==> src/rtl/dbg_mailbox_pkg.sv <==
package dbg_mailbox_pkg;
  localparam int IR_W = 4;
  localparam logic [IR_W-1:0] IR_IRQ  = 4'b1010;
  localparam logic [IR_W-1:0] IR_STAT = 4'b0110;
  localparam logic [IR_W-1:0] IR_DATA = 4'b0111;
  localparam logic [IR_W-1:0] IR_BYP  = 4'b1111;
  localparam logic [IR_W-1:0] IR_CAPT = 4'b0001;

  typedef enum logic [3:0] {
    TLR, RTI, SEL_DR, CAP_DR, SH_DR, EX1_DR, PAU_DR, EX2_DR, UPD_DR,
    SEL_IR, CAP_IR, SH_IR, EX1_IR, PAU_IR, EX2_IR, UPD_IR
  } tapState_e;

  typedef struct packed {
    logic tapRst;
    logic capIr;
    logic shIr;
    logic updIr;
    logic capDr;
    logic shDr;
    logic updDr;
    logic tdoLoad;
    logic tdoFromIr;
    logic tdiBit;
  } tapStrobe_t;
endpackage

==> src/rtl/dbg_mailbox_tap.sv <==
module dbg_mailbox_tap
  import dbg_mailbox_pkg::*;
#(
  parameter int SYNC_N = 2
) (
  input  logic       clk,
  input  logic       rstN,
  input  logic       tck,
  input  logic       tms,
  input  logic       tdi,
  input  logic       trstN,
  output tapStrobe_t strb
);
  logic [SYNC_N-1:0] tckQ, tmsQ, tdiQ, trstQ;
  logic tckPrev, tckRise, tckFall, trstAct;
  tapState_e state;

  function automatic tapState_e nextOf(tapState_e s, logic m);
    case (s)
      TLR:    return m ? TLR    : RTI;
      RTI:    return m ? SEL_DR : RTI;
      SEL_DR: return m ? SEL_IR : CAP_DR;
      CAP_DR: return m ? EX1_DR : SH_DR;
      SH_DR:  return m ? EX1_DR : SH_DR;
      EX1_DR: return m ? UPD_DR : PAU_DR;
      PAU_DR: return m ? EX2_DR : PAU_DR;
      EX2_DR: return m ? UPD_DR : SH_DR;
      UPD_DR: return m ? SEL_DR : RTI;
      SEL_IR: return m ? TLR    : CAP_IR;
      CAP_IR: return m ? EX1_IR : SH_IR;
      SH_IR:  return m ? EX1_IR : SH_IR;
      EX1_IR: return m ? UPD_IR : PAU_IR;
      PAU_IR: return m ? EX2_IR : PAU_IR;
      EX2_IR: return m ? UPD_IR : SH_IR;
      UPD_IR: return m ? SEL_DR : RTI;
      default: return TLR;
    endcase
  endfunction

  always_ff @(posedge clk) begin
    if (!rstN) begin
      tckQ    <= '0;
      tmsQ    <= '1;
      tdiQ    <= '0;
      trstQ   <= '0;
      tckPrev <= 1'b0;
    end else begin
      tckQ    <= {tckQ[SYNC_N-2:0], tck};
      tmsQ    <= {tmsQ[SYNC_N-2:0], tms};
      tdiQ    <= {tdiQ[SYNC_N-2:0], tdi};
      trstQ   <= {trstQ[SYNC_N-2:0], trstN};
      tckPrev <= tckQ[SYNC_N-1];
    end
  end

  assign tckRise = tckQ[SYNC_N-1] & ~tckPrev;
  assign tckFall = ~tckQ[SYNC_N-1] & tckPrev;
  assign trstAct = ~trstQ[SYNC_N-1];

  always_ff @(posedge clk) begin
    if (!rstN || trstAct) state <= TLR;
    else if (tckRise)     state <= nextOf(state, tmsQ[SYNC_N-1]);
  end

  always_comb begin
    strb           = '0;
    strb.tapRst    = trstAct || (state == TLR);
    strb.capIr     = !trstAct && tckRise && (state == CAP_IR);
    strb.shIr      = !trstAct && tckRise && (state == SH_IR);
    strb.updIr     = !trstAct && tckRise && (state == UPD_IR);
    strb.capDr     = !trstAct && tckRise && (state == CAP_DR);
    strb.shDr      = !trstAct && tckRise && (state == SH_DR);
    strb.updDr     = !trstAct && tckRise && (state == UPD_DR);
    strb.tdoLoad   = tckFall && ((state == SH_DR) || (state == SH_IR));
    strb.tdoFromIr = (state == SH_IR);
    strb.tdiBit    = tdiQ[SYNC_N-1];
  end
endmodule

==> src/rtl/dbg_mailbox_dp.sv <==
module dbg_mailbox_dp
  import dbg_mailbox_pkg::*;
#(
  parameter int DATA_W = 32,
  parameter int STAT_W = 8
) (
  input  logic              clk,
  input  logic              rstN,
  input  tapStrobe_t        strb,
  input  logic              cpuSel,
  input  logic              cpuWe,
  input  logic              cpuAddr,
  input  logic [DATA_W-1:0] cpuWdata,
  output logic [DATA_W-1:0] cpuRdata,
  output logic              tdo,
  output logic              irq,
  output logic              readyFlag,
  output logic              errFlag
);
  localparam int IDX_W = $clog2(DATA_W);

  logic [IR_W-1:0]   ir, irShift;
  logic [DATA_W-1:0] drShift, drNext, mbx;
  logic [STAT_W-1:0] statWord;
  logic [IDX_W-1:0]  msbIdx;
  logic selData, selStat, pend, statWr, dataWr, serOk, serBad;

  assign selData  = (ir == IR_DATA);
  assign selStat  = (ir == IR_STAT);
  assign statWord = {{(STAT_W-3){1'b0}}, errFlag, pend, readyFlag};
  assign msbIdx   = selData ? IDX_W'(DATA_W-1) : selStat ? IDX_W'(STAT_W-1) : '0;
  assign statWr   = cpuSel && cpuWe && !cpuAddr;
  assign dataWr   = cpuSel && cpuWe && cpuAddr;
  assign serOk    = strb.updDr && selData && readyFlag;
  assign serBad   = strb.updDr && selData && !readyFlag;

  always_comb begin
    drNext         = {1'b0, drShift[DATA_W-1:1]};
    drNext[msbIdx] = strb.tdiBit;
  end

  always_ff @(posedge clk) begin
    if (!rstN || strb.tapRst) begin
      ir      <= IR_BYP;
      irShift <= IR_CAPT;
    end else if (strb.capIr) irShift <= IR_CAPT;
    else if (strb.shIr)      irShift <= {strb.tdiBit, irShift[IR_W-1:1]};
    else if (strb.updIr)     ir      <= irShift;
  end

  always_ff @(posedge clk) begin
    if (!rstN)              drShift <= '0;
    else if (strb.capDr)    drShift <= selData ? mbx :
                                       selStat ? {{(DATA_W-STAT_W){1'b0}}, statWord} : '0;
    else if (strb.shDr)     drShift <= drNext;
  end

  always_ff @(posedge clk) begin
    if (!rstN)                       mbx <= '0;
    else if (serOk)                  mbx <= drShift;
    else if (dataWr && !readyFlag)   mbx <= cpuWdata;
  end

  always_ff @(posedge clk) begin
    if (!rstN || strb.tapRst) begin
      readyFlag <= 1'b1;
      pend      <= 1'b0;
      errFlag   <= 1'b0;
    end else begin
      if (serOk)                        readyFlag <= 1'b0;
      else if (statWr && cpuWdata[0])   readyFlag <= 1'b1;
      if (strb.updIr && irShift == IR_IRQ) pend <= 1'b1;
      else if (statWr && cpuWdata[1])   pend <= 1'b0;
      if (serBad || (dataWr && readyFlag)) errFlag <= 1'b1;
      else if (statWr && cpuWdata[2])   errFlag <= 1'b0;
    end
  end

  always_ff @(posedge clk) begin
    if (!rstN || strb.tapRst) tdo <= 1'b0;
    else if (strb.tdoLoad)    tdo <= strb.tdoFromIr ? irShift[0] : drShift[0];
  end

  assign irq      = pend;
  assign cpuRdata = cpuAddr ? mbx : {{(DATA_W-STAT_W){1'b0}}, statWord};
endmodule

==> src/rtl/dbg_mailbox.sv <==
module dbg_mailbox
  import dbg_mailbox_pkg::*;
#(
  parameter int DATA_W = 32,
  parameter int STAT_W = 8,
  parameter int SYNC_N = 2
) (
  input  logic              clk,
  input  logic              rstN,
  input  logic              tck,
  input  logic              tms,
  input  logic              tdi,
  input  logic              trstN,
  output logic              tdo,
  input  logic              cpuSel,
  input  logic              cpuWe,
  input  logic              cpuAddr,
  input  logic [DATA_W-1:0] cpuWdata,
  output logic [DATA_W-1:0] cpuRdata,
  output logic              irq
);
  tapStrobe_t strb;
  logic readyFlag, errFlag;

  dbg_mailbox_tap #(.SYNC_N(SYNC_N)) tap_i (
    .clk(clk), .rstN(rstN), .tck(tck), .tms(tms), .tdi(tdi),
    .trstN(trstN), .strb(strb)
  );

  dbg_mailbox_dp #(.DATA_W(DATA_W), .STAT_W(STAT_W)) dp_i (
    .clk(clk), .rstN(rstN), .strb(strb), .cpuSel(cpuSel), .cpuWe(cpuWe),
    .cpuAddr(cpuAddr), .cpuWdata(cpuWdata), .cpuRdata(cpuRdata), .tdo(tdo),
    .irq(irq), .readyFlag(readyFlag), .errFlag(errFlag)
  );
endmodule

==> config.mk <==
export PLATFORM = sky130hd
export DESIGN_NAME = dbg_mailbox
export DESIGN_NICKNAME = d
export VERILOG_FILES = /design/src/rtl/dbg_mailbox_pkg.sv /design/src/rtl/dbg_mailbox_tap.sv /design/src/rtl/dbg_mailbox_dp.sv /design/src/rtl/dbg_mailbox.sv
export SDC_FILE = /design/constraint.sdc
export NUM_CORES = 1
export LEC_CHECK = 0
export BUFFER_PORTS_ARGS = -buffer_cell sky130_fd_sc_hd__clkbuf_2
export CAP_MARGIN = 20
export CORE_MARGIN = 8
export CORE_UTILIZATION = 51
export DETAILED_ROUTE_END_ITERATION = 8
export PLACE_DENSITY = 0.76
export SKIP_LAST_GASP = 1
export SLEW_MARGIN = 20
export SYNTH_ARGS = -nofsm -noshare
export SYNTH_HDL_FRONTEND = slang
export SYNTH_SLANG_ARGS = --single-unit
==> constraint.sdc <==
create_clock -name clk -period 1.8 [get_ports clk]
set_input_delay 0.18 -clock clk [delete_from_list [all_inputs] [get_ports clk]]
set_output_delay 0.18 -clock clk [all_outputs]
set_load 0.02 [all_outputs]
Word level (Yosys, flattened, before mapping) --
Index checks and enable logic that the tools add are counted. W data, S select, Z words.
Cells by class: equality and inequality tests 18, bitwise logic cells 7, $lt $le $gt $ge 2, reduce and logical (&&, ||, !) cells 40, mux-type cells 32
Operator list (number):
- $mux W32 | 6
- $pmux W4 S12 | 1
- $eq A4 B4 Y1 const B | 9
- $bwmux W32 | 1
- $eq A4 B3 Y1 const B | 6
- $logic_and A1 B1 Y1 | 21
- $mux W4 | 4
- $mux W3 | 4
- $mux W1 | 11
- $reduce_bool A2 Y1 | 5
- $eq A4 B2 Y1 const B | 2
- $lt A5 B6 Y1 const B | 1
- $mux W2 | 3
- $reduce_or A2 Y1 | 3
- $demux W1 S5 | 1
- $ge A5 B1 Y1 const B | 1
- $logic_or A1 B1 Y1 | 5
- $mux W5 | 1
- $not A1 Y1 | 5
- $eq A4 B1 Y1 const B | 1
- $logic_not A4 Y1 | 1
- $logic_not A1 Y1 | 3
- $reduce_and A3 Y1 | 1
- $reduce_or A3 Y1 | 1
- $and A1 B1 Y1 | 2
Word-level totals: bits in registers 89, output and inout port bits 34, word-level logic and storage cells 113

Longest topological paths before layout --
Gate-level depths: netlist (run 1).
word-level depth 10, mapped depth 7, gate-level depth less buffers 4

Modules after synthesis --
Synthesis (run 1) repeated with hierarchy kept, for this count alone.
Unflattened totals: cells, all modules 553, area total of the unflattened synthesis 4953.5 µm²
Modules (own cells, without submodules):
- dbg_mailbox_dp | times used 1, cells an instance 471, area each 4281.6 µm², seq. area each 1521.5 µm²
- dbg_mailbox_tap | times used 1, cells an instance 82, area each 671.9 µm², seq. area each 260.2 µm²

Worst setup path before layout (run 1) --
Ideal clock, no wire load.
path type flip-flop to flip-flop, start reg tap_i.state[0], end reg dp_i.drShift[7], clock period less this slack 1.706 ns, library setup time 0.120 ns, path slack 0.094 ns, cell stages (with the launch flop) 7, required time 1.680 ns, data arrival time 1.586 ns, cell sequence dfxtp_1 buf_2 or3b_1 a211o_1 buf_6 a221oi_2 nor2_1
Between the ends: longest elaborated chain between the ends 3, elaborated cells between the ends (all ways) 6
RTL lines:
- start, declared | line dbg_mailbox_tap.sv:16 | tapState_e state;
- start signal, assigned | line dbg_mailbox_tap.sv:62 | else if (tckRise) state <= nextOf(state, tmsQ[SYNC_N-1]);
- $eq A4 B2 Y1 / $eq A4 B3 Y1 (equally long branches) | line dbg_mailbox_tap.sv:71, dbg_mailbox_tap.sv:72
- $logic_and A1 B1 Y1, on equally long branches | line dbg_mailbox_tap.sv:71, dbg_mailbox_tap.sv:72
- $mux W32 / $reduce_bool A2 Y1 (equally long branches)
- end signal, assigned | line dbg_mailbox_dp.sv:53 | else if (strb.capDr) drShift <= selData ? mbx :
- end signal, assigned | line dbg_mailbox_dp.sv:55 | else if (strb.shDr) drShift <= drNext;
- end, declared | line dbg_mailbox_dp.sv:23 | logic [DATA_W-1:0] drShift, drNext, mbx;
Several ways; a longest one is shown, not always the timed one. A chain may end at the register's enable or synchronous reset.

Worst setup path in the final report (run 1) --
start reg tap_i.state[0], end reg dp_i.drShift[5]
The elaborated chain is that of the path after synthesis.

==> summary.txt, run 1 <==
CTS Root Cell -> clkbuf_8
DP HPWL -> 7.875 mm
Yosys top cell by area -> dfxtp_1
Critical Path Slowest Stage Cell -> or3b_1
Layout area overhead -> 19.02%
Final net count -> 596
CTS tree -> done
Total design power -> 3.543 mW
Synth top area cells -> dfxtp_1, a221oi_2, a22oi_1
Final setup skew -> 14.65 ps
Post-Route WL -> 11.58 mm
Synth warn -> 0
Row cnt -> 34
FF+latch count, synth -> 89
Post-synth top cells -> dfxtp_1, nand2_1, nor2_1
Number of global-route vias before repair -> 3976
Mapped Cells -> 482
Post-layout min period -> 1737 ps
CP startpoint kind -> flip-flop
First-pass GRT wire length -> 19.35 mm
DR iter-0 viols -> 233
Critical Path RT -> 2050 ps
Top Family by Delay on Critical Path -> compound AO/OA/AOI/OAI gates
Starting density of the core -> 51.49%
Worst Setup End Kind -> flip-flop
Pleak -> 2.100 nW
WP buf/inv -> 1
Endpoints failing setup -> 0
Max Clk Rate -> 0.5757 GHz
GPL Wtd Cong -> 0.8526
Critical path's largest stage delay -> 410 ps
GRT overflow -> 0
Die W -> 108.7 microns
I/O Buffers -> 74
Maximum vdd ir drop -> 478.6 uV
Core area -> 8508 sq um
Residual DRC -> 0
Max H-tree Level -> 3
Worst slew margin -> 71.57%
Period utilization -> 96.50%
Routed wire per std cell -> 17.34 microns
DR pass1 iterations -> 5
# diodes -> 0
Clock buffer depth -> 2
Crit-path cells -> or3b_1, a211o_1, buf_12, a221oi_1, nor2_1
Syn Std Cell Area -> 4380 sq um
Max_cap viols -> 0
Slew @ Worst Pin -> 424.9 ps
Top FF cell, synth -> dfxtp_1
Critical path class -> reg -> reg
Area share of the leading cell type in the synthesized netlist -> 40.67%
Distinct cell type count after synthesis -> 57
Post-Place Cells -> 650
HP Class -> in -> reg
Clk_lat worst skew -> 370 ps
Post-synth EDFFs -> 0
Critical path fanouts, max -> 18
Clk sink count -> 89
Final hold vios -> 0
Fin cells -> 668
Vias per cell -> 5.892
Vias -> 3936
Async S/R FF share, synth -> 0%
Die area -> 11810 sq um
Clk pin slew, worst setup/hold paths -> 90 ps
Syn_area_per_cell -> 9.088 sq um
Die Y -> 108.7 microns
Fillers -> 736
Most frequently used cell type in the post-synthesis netlist -> dfxtp_1
Crit path DAT -> 1990 ps
Pwr Density -> 679.5 nW/um^2
Initial antenna violation count -> 0
Detail Route Antenna Nets -> 0
Max-slew violations -> 0
CTS buffer count -> 9
Layout cells sized above 1 -> 30.36%
Pin count of the biggest net entering global routing -> 48
Outcome -> complete, no violations
Seq/Total Area, Yosys -> 40.67%
# IOs -> 75
Post-synth net total -> 523
RSZ-0062 raised after global routing -> yes
GRT Util Overall -> 20.16%
worst reg2reg max path, cell delays in order (launching register included):
cell and delay (ps):
dfxtp_2 360, or3b_1 410, a211o_1 370, buf_12 180, a221oi_1 220, nor2_1 90
per-layer routing:
metal | share of wire, % | up-vias | routed length (microns) | global-route usage [%]
met3 | 5.8 | 18 | 666 | 4.374
met4 | 1.9 | 0 | 225 | 8.309
met2 | 48 | 132 | 5553 | 32.61
li1 | - | 1910 | - | -
met1 | 44 | 1876 | 5135 | 25.53
met5 | 0 | - | 0 | 0
cells in the final DEF, fill, tap and decap left out, drive strengths merged, types with 3 or more instances in the layout:
cell type / netlist / final
and2: 37 / 37
mux2: 5 / 5
nor2: 43 / 43
clkbuf: 29 / 83
nand2b: 4 / 4
buf: 17 / 33
a211oi: 4 / 4
nand3: 8 / 8
nand3b: 3 / 3
a21oi: 12 / 12
a31oi: 4 / 4
a22oi: 33 / 33
o21ai: 37 / 37
a221oi: 29 / 29
nand2: 43 / 43
mux2i: 7 / 7
nor2b: 4 / 4
a21boi: 32 / 32
inv: 3 / 5
dfxtp: 89 / 89
cells by family after synthesis:
family,Yosys count,share of synthesized area [%]
AOI/OAI and AO/OA,168,31.08
and+or+nand+nor,163,19.68
DFF,89,40.67
buffers and inverters,49,5.484
muxes,12,2.885
xor gates and xnor gates,1,0.2000
area by class of cell:
class / count / area, sq um / share of cell area, %
Timing Repair Buffer: 108 / 689.4 / 13.22
Inverter: 3 / 11.26 / 0.2160
Sequential cell: 89 / 1785 / 34.25
Multi-Input combinational cell: 344 / 2392 / 45.88
Clock inverter: 7 / 76.32 / 1.464
Tap cell: 108 / 135.1 / 2.592
Clock buffer: 9 / 123.9 / 2.376
power breakdown:
group	internal, mW	switching (mW)
registers	1.98	0.00812
logic	0.0672	0.0704
clock network	0.651	0.769
registers in the layout (all words and copies together), names as in the netlist:
signal	cells
tap_i.tdiQ	2
tap_i.tckQ	2
dp_i.errFlag	1
tap_i.tckPrev	1
dp_i.mbx	32
dp_i.readyFlag	1
dp_i.drShift	32
dp_i.irq	1
dp_i.irShift	4
tap_i.tmsQ	2
dp_i.ir	4
dp_i.tdo	1
tap_i.state	4
tap_i.trstQ	2
worst paths after layout:
check	depth (start not counted)	start	endpoint	slack (ps)
worst max-delay path	5	tap_i.state[0]	dp_i.drShift[5]	60
worst min-delay path	2	trstN	tap_i.trstQ[0]	20
worst max register to register	5	tap_i.state[0]	dp_i.drShift[5]	60
worst min register to register	1	tap_i.tmsQ[0]	tap_i.tmsQ[1]	420
what timing repair did:
action	in CTS	in global routing
pin swaps	0	1
setup buffers	0	1
setup endpoints to repair	2	38
resized for setup	1	9
hold buffers	1	0
endpoints found under the hold margin	1	0
metrics by stage:
stage | TNS, ps | hold WS [ps] | instance area (sq um) | utilization, % | worst slack, ps
global placement | 0 | 365.2 | 4960 | 58.29 | 119.6
finish | 0 | 19.36 | 5214 | 61.28 | 62.99
global route | -22.63 | 19.11 | 5214 | 61.28 | -13.13
floorplan | 0 | 281.5 | 4380 | - | 93.70
CTS | 0 | 14.13 | 5179 | 60.87 | 14.69
detailed placement | 0 | 366.6 | 4960 | 58.29 | 0.05940
(Power assumes the default switching activity.)
==> inputs of run 2 (changes only) <==
--- a/config.mk
+++ b/config.mk
@@ -8,9 +8,10 @@
 export BUFFER_PORTS_ARGS = -buffer_cell sky130_fd_sc_hd__clkbuf_2
 export CAP_MARGIN = 20
 export CORE_MARGIN = 8
-export CORE_UTILIZATION = 51
+export CORE_UTILIZATION = 60
 export DETAILED_ROUTE_END_ITERATION = 8
-export PLACE_DENSITY = 0.76
+export PLACE_DENSITY = 0.84
+export RECOVER_POWER = 25
 export SKIP_LAST_GASP = 1
 export SLEW_MARGIN = 20
 export SYNTH_ARGS = -nofsm -noshare
==> constraint.sdc (replaced) <==
create_clock -name clk -period 2.22 [get_ports clk]
set_input_delay 0.222 -clock clk [delete_from_list [all_inputs] [get_ports clk]]
set_output_delay 0.222 -clock clk [all_outputs]
set_load 0.02 [all_outputs]
==> run 2 against run 1 <==
Net effect: clock power down 20%; register-to-register slack better by 240 ps; cell area is 4.3% lower; non-clock buffer count is 15 lower; die area is 13% lower; via count down 1.1%; wire length shrank 4.3%; critical path type is now in -> out.
==> summary.txt, run 2 (synthesized netlist as in run 1, its figures left out) <==
Residual DRC -> 0
First-pass GRT wire length -> 18.92 mm
HP Class -> in -> reg
DR iter-0 viols -> 326
FF-to-FF Start -> tap_i.state[1]
Die W -> 101.4 microns
Worst Setup End Kind -> primary output
Starting density of the core -> 61.05%
Die area -> 10290 sq um
Post-layout min period -> 1954 ps
Pin count of the biggest net entering global routing -> 39
# diodes -> 0
Routed wire per std cell -> 17.20 microns
Max-slew violations -> 0
Clk pin slew, worst setup/hold paths -> 90 ps
Fin Setup TNS -> 0 ps
Largest registers -> dp_i.drShift: 32 flops, dp_i.mbx: 32 flops
Core area -> 7176 sq um
Post-CTS Setup Inserts -> 0
Maximum vdd ir drop -> 337.7 uV
Most common cell after layout, fill and taps aside -> dfxtp_1
Post-layout util -> 69.52%
DP HPWL -> 7.484 mm
Critical path fanouts, max -> 29
GRT Util Overall -> 22.60%
Commonest cells after routing, fill and taps aside -> dfxtp_1, clkbuf_2, nand2_1, nor2_1, o21ai_0
FF-to-FF path depth -> 5
Clk sink count -> 89
Row cnt -> 31
Crit path DAT -> 1730 ps
# resized after CTS -> 0
Detail Route Antenna Nets -> 0
Worst slew margin -> 14.29%
Die Y -> 101.4 microns
GPL Wtd Cong -> 0.8895
Critical path class -> in -> out
Endpoints failing setup -> 0
Pleak -> 1.956 nW
Post-Route WL -> 11.08 mm
GRT overflow -> 0
Outcome -> complete, no violations
Reg2reg end -> dp_i.drShift[5]
CP startpoint kind -> primary input
Final setup skew -> 12.76 ps
Pwr Density -> 570.1 nW/um^2
Worst Hold Path EP -> tap_i.tmsQ[0]
Max Clk Rate -> 0.5117 GHz
Initial antenna violation count -> 0
CTS Root Cell -> clkbuf_8
Post-CTS Hold Buffers -> 0
Period utilization -> 88.03%
Clock buffer depth -> 2
Slew @ Worst Pin -> 1286 ps
CTS buffer count -> 9
RSZ-0062 raised after global routing -> no
I/O Buffers -> 74
Critical Path RT -> 2000 ps
Max H-tree Level -> 3
Clk_lat worst skew -> 360 ps
Hold depth -> 2
CTS tree -> done
Worst R2R Setup Slack -> 300 ps
Layout area overhead -> 13.88%
Number of global-route vias before repair -> 3958
Worst Hold Launch -> tms
Vias -> 3894
Final net count -> 581
Layout cells sized above 1 -> 26.06%
Final hold vios -> 0
DR pass1 iterations -> 5
# IOs -> 75
Vias per cell -> 6.047
Max_cap viols -> 0
## run 2: changes by cell type in the layout (fill, tap and decap cells not counted), moves of 3 or more
cell	change
and2_0	+18
buf_12	-4
dfxtp_2	-3
clkbuf_2	-6
dfxtp_1	+3
buf_6	-3
and2_1	-18
buf_4	-9
clkbuf_1	+8
## run 2: worst max-delay path by stage
stage	start	endpoint	depth (start not counted)
6_report	cpuAddr	cpuRdata[17]	4
5_1_grt	cpuAddr	cpuRdata[6]	4
4_1_cts	tap_i.state[3]	dp_i.mbx[15]	5
3_5_place_dp	tap_i.state[1]	dp_i.drShift[4]	5
3_3_place_gp	tap_i.state[1]	dp_i.drShift[4]	5
2_1_floorplan	tap_i.state[0]	dp_i.drShift[7]	6
## run 2: critical path, cell delays in order
cell and delay, ps:
clkbuf_2 210, clkbuf_1 820, and2_1 240, clkbuf_1 240
## run 2: where the power goes
part	switching (mW)	internal [mW]
Combinational	0.0550	0.0492
Clock	0.576	0.555
Sequential	0.00670	1.60
Total	0.637	2.21
## run 2: stage by stage
| stage | area (sq um) | hold WS [ps] | setup WS [ps] | total power, mW | cells |
|---|---|---|---|---|---|
| finish | 4989 | 48.41 | 265.7 | 2.844 | 644 |
| global placement | 4801 | 404.9 | 437.1 | 1.748 | 628 |
| floorplan | 4380 | 323.5 | 513.7 | 1.695 | 482 |
| CTS | 5004 | 38.27 | 351.1 | 2.861 | 644 |
| global route | 4989 | 49.59 | 121.7 | 2.946 | 644 |
| detailed placement | 4801 | 412.0 | 365.6 | 1.751 | 628 |
## run 2: final cells by class
type                       count  area [sq um]
clock buffer                  10         137.6
tap                           99         123.9
clock inverter                 6         65.06
inverter                       3         11.26
multi-input combinational    344          2371
sequential                    89          1782
timing repair buffer          93         498.0
fill                         565          2187
## run 2: routing by layer
metal  global-route usage, %  part of all wire (%)  vias up
met1                   28.94                    44     1843
li1                        -                     -     1873
met3                   4.811                   6.5       19
met2                   36.49                    48      159
met5                       0                     0        -
met4                   8.247                   1.7        0
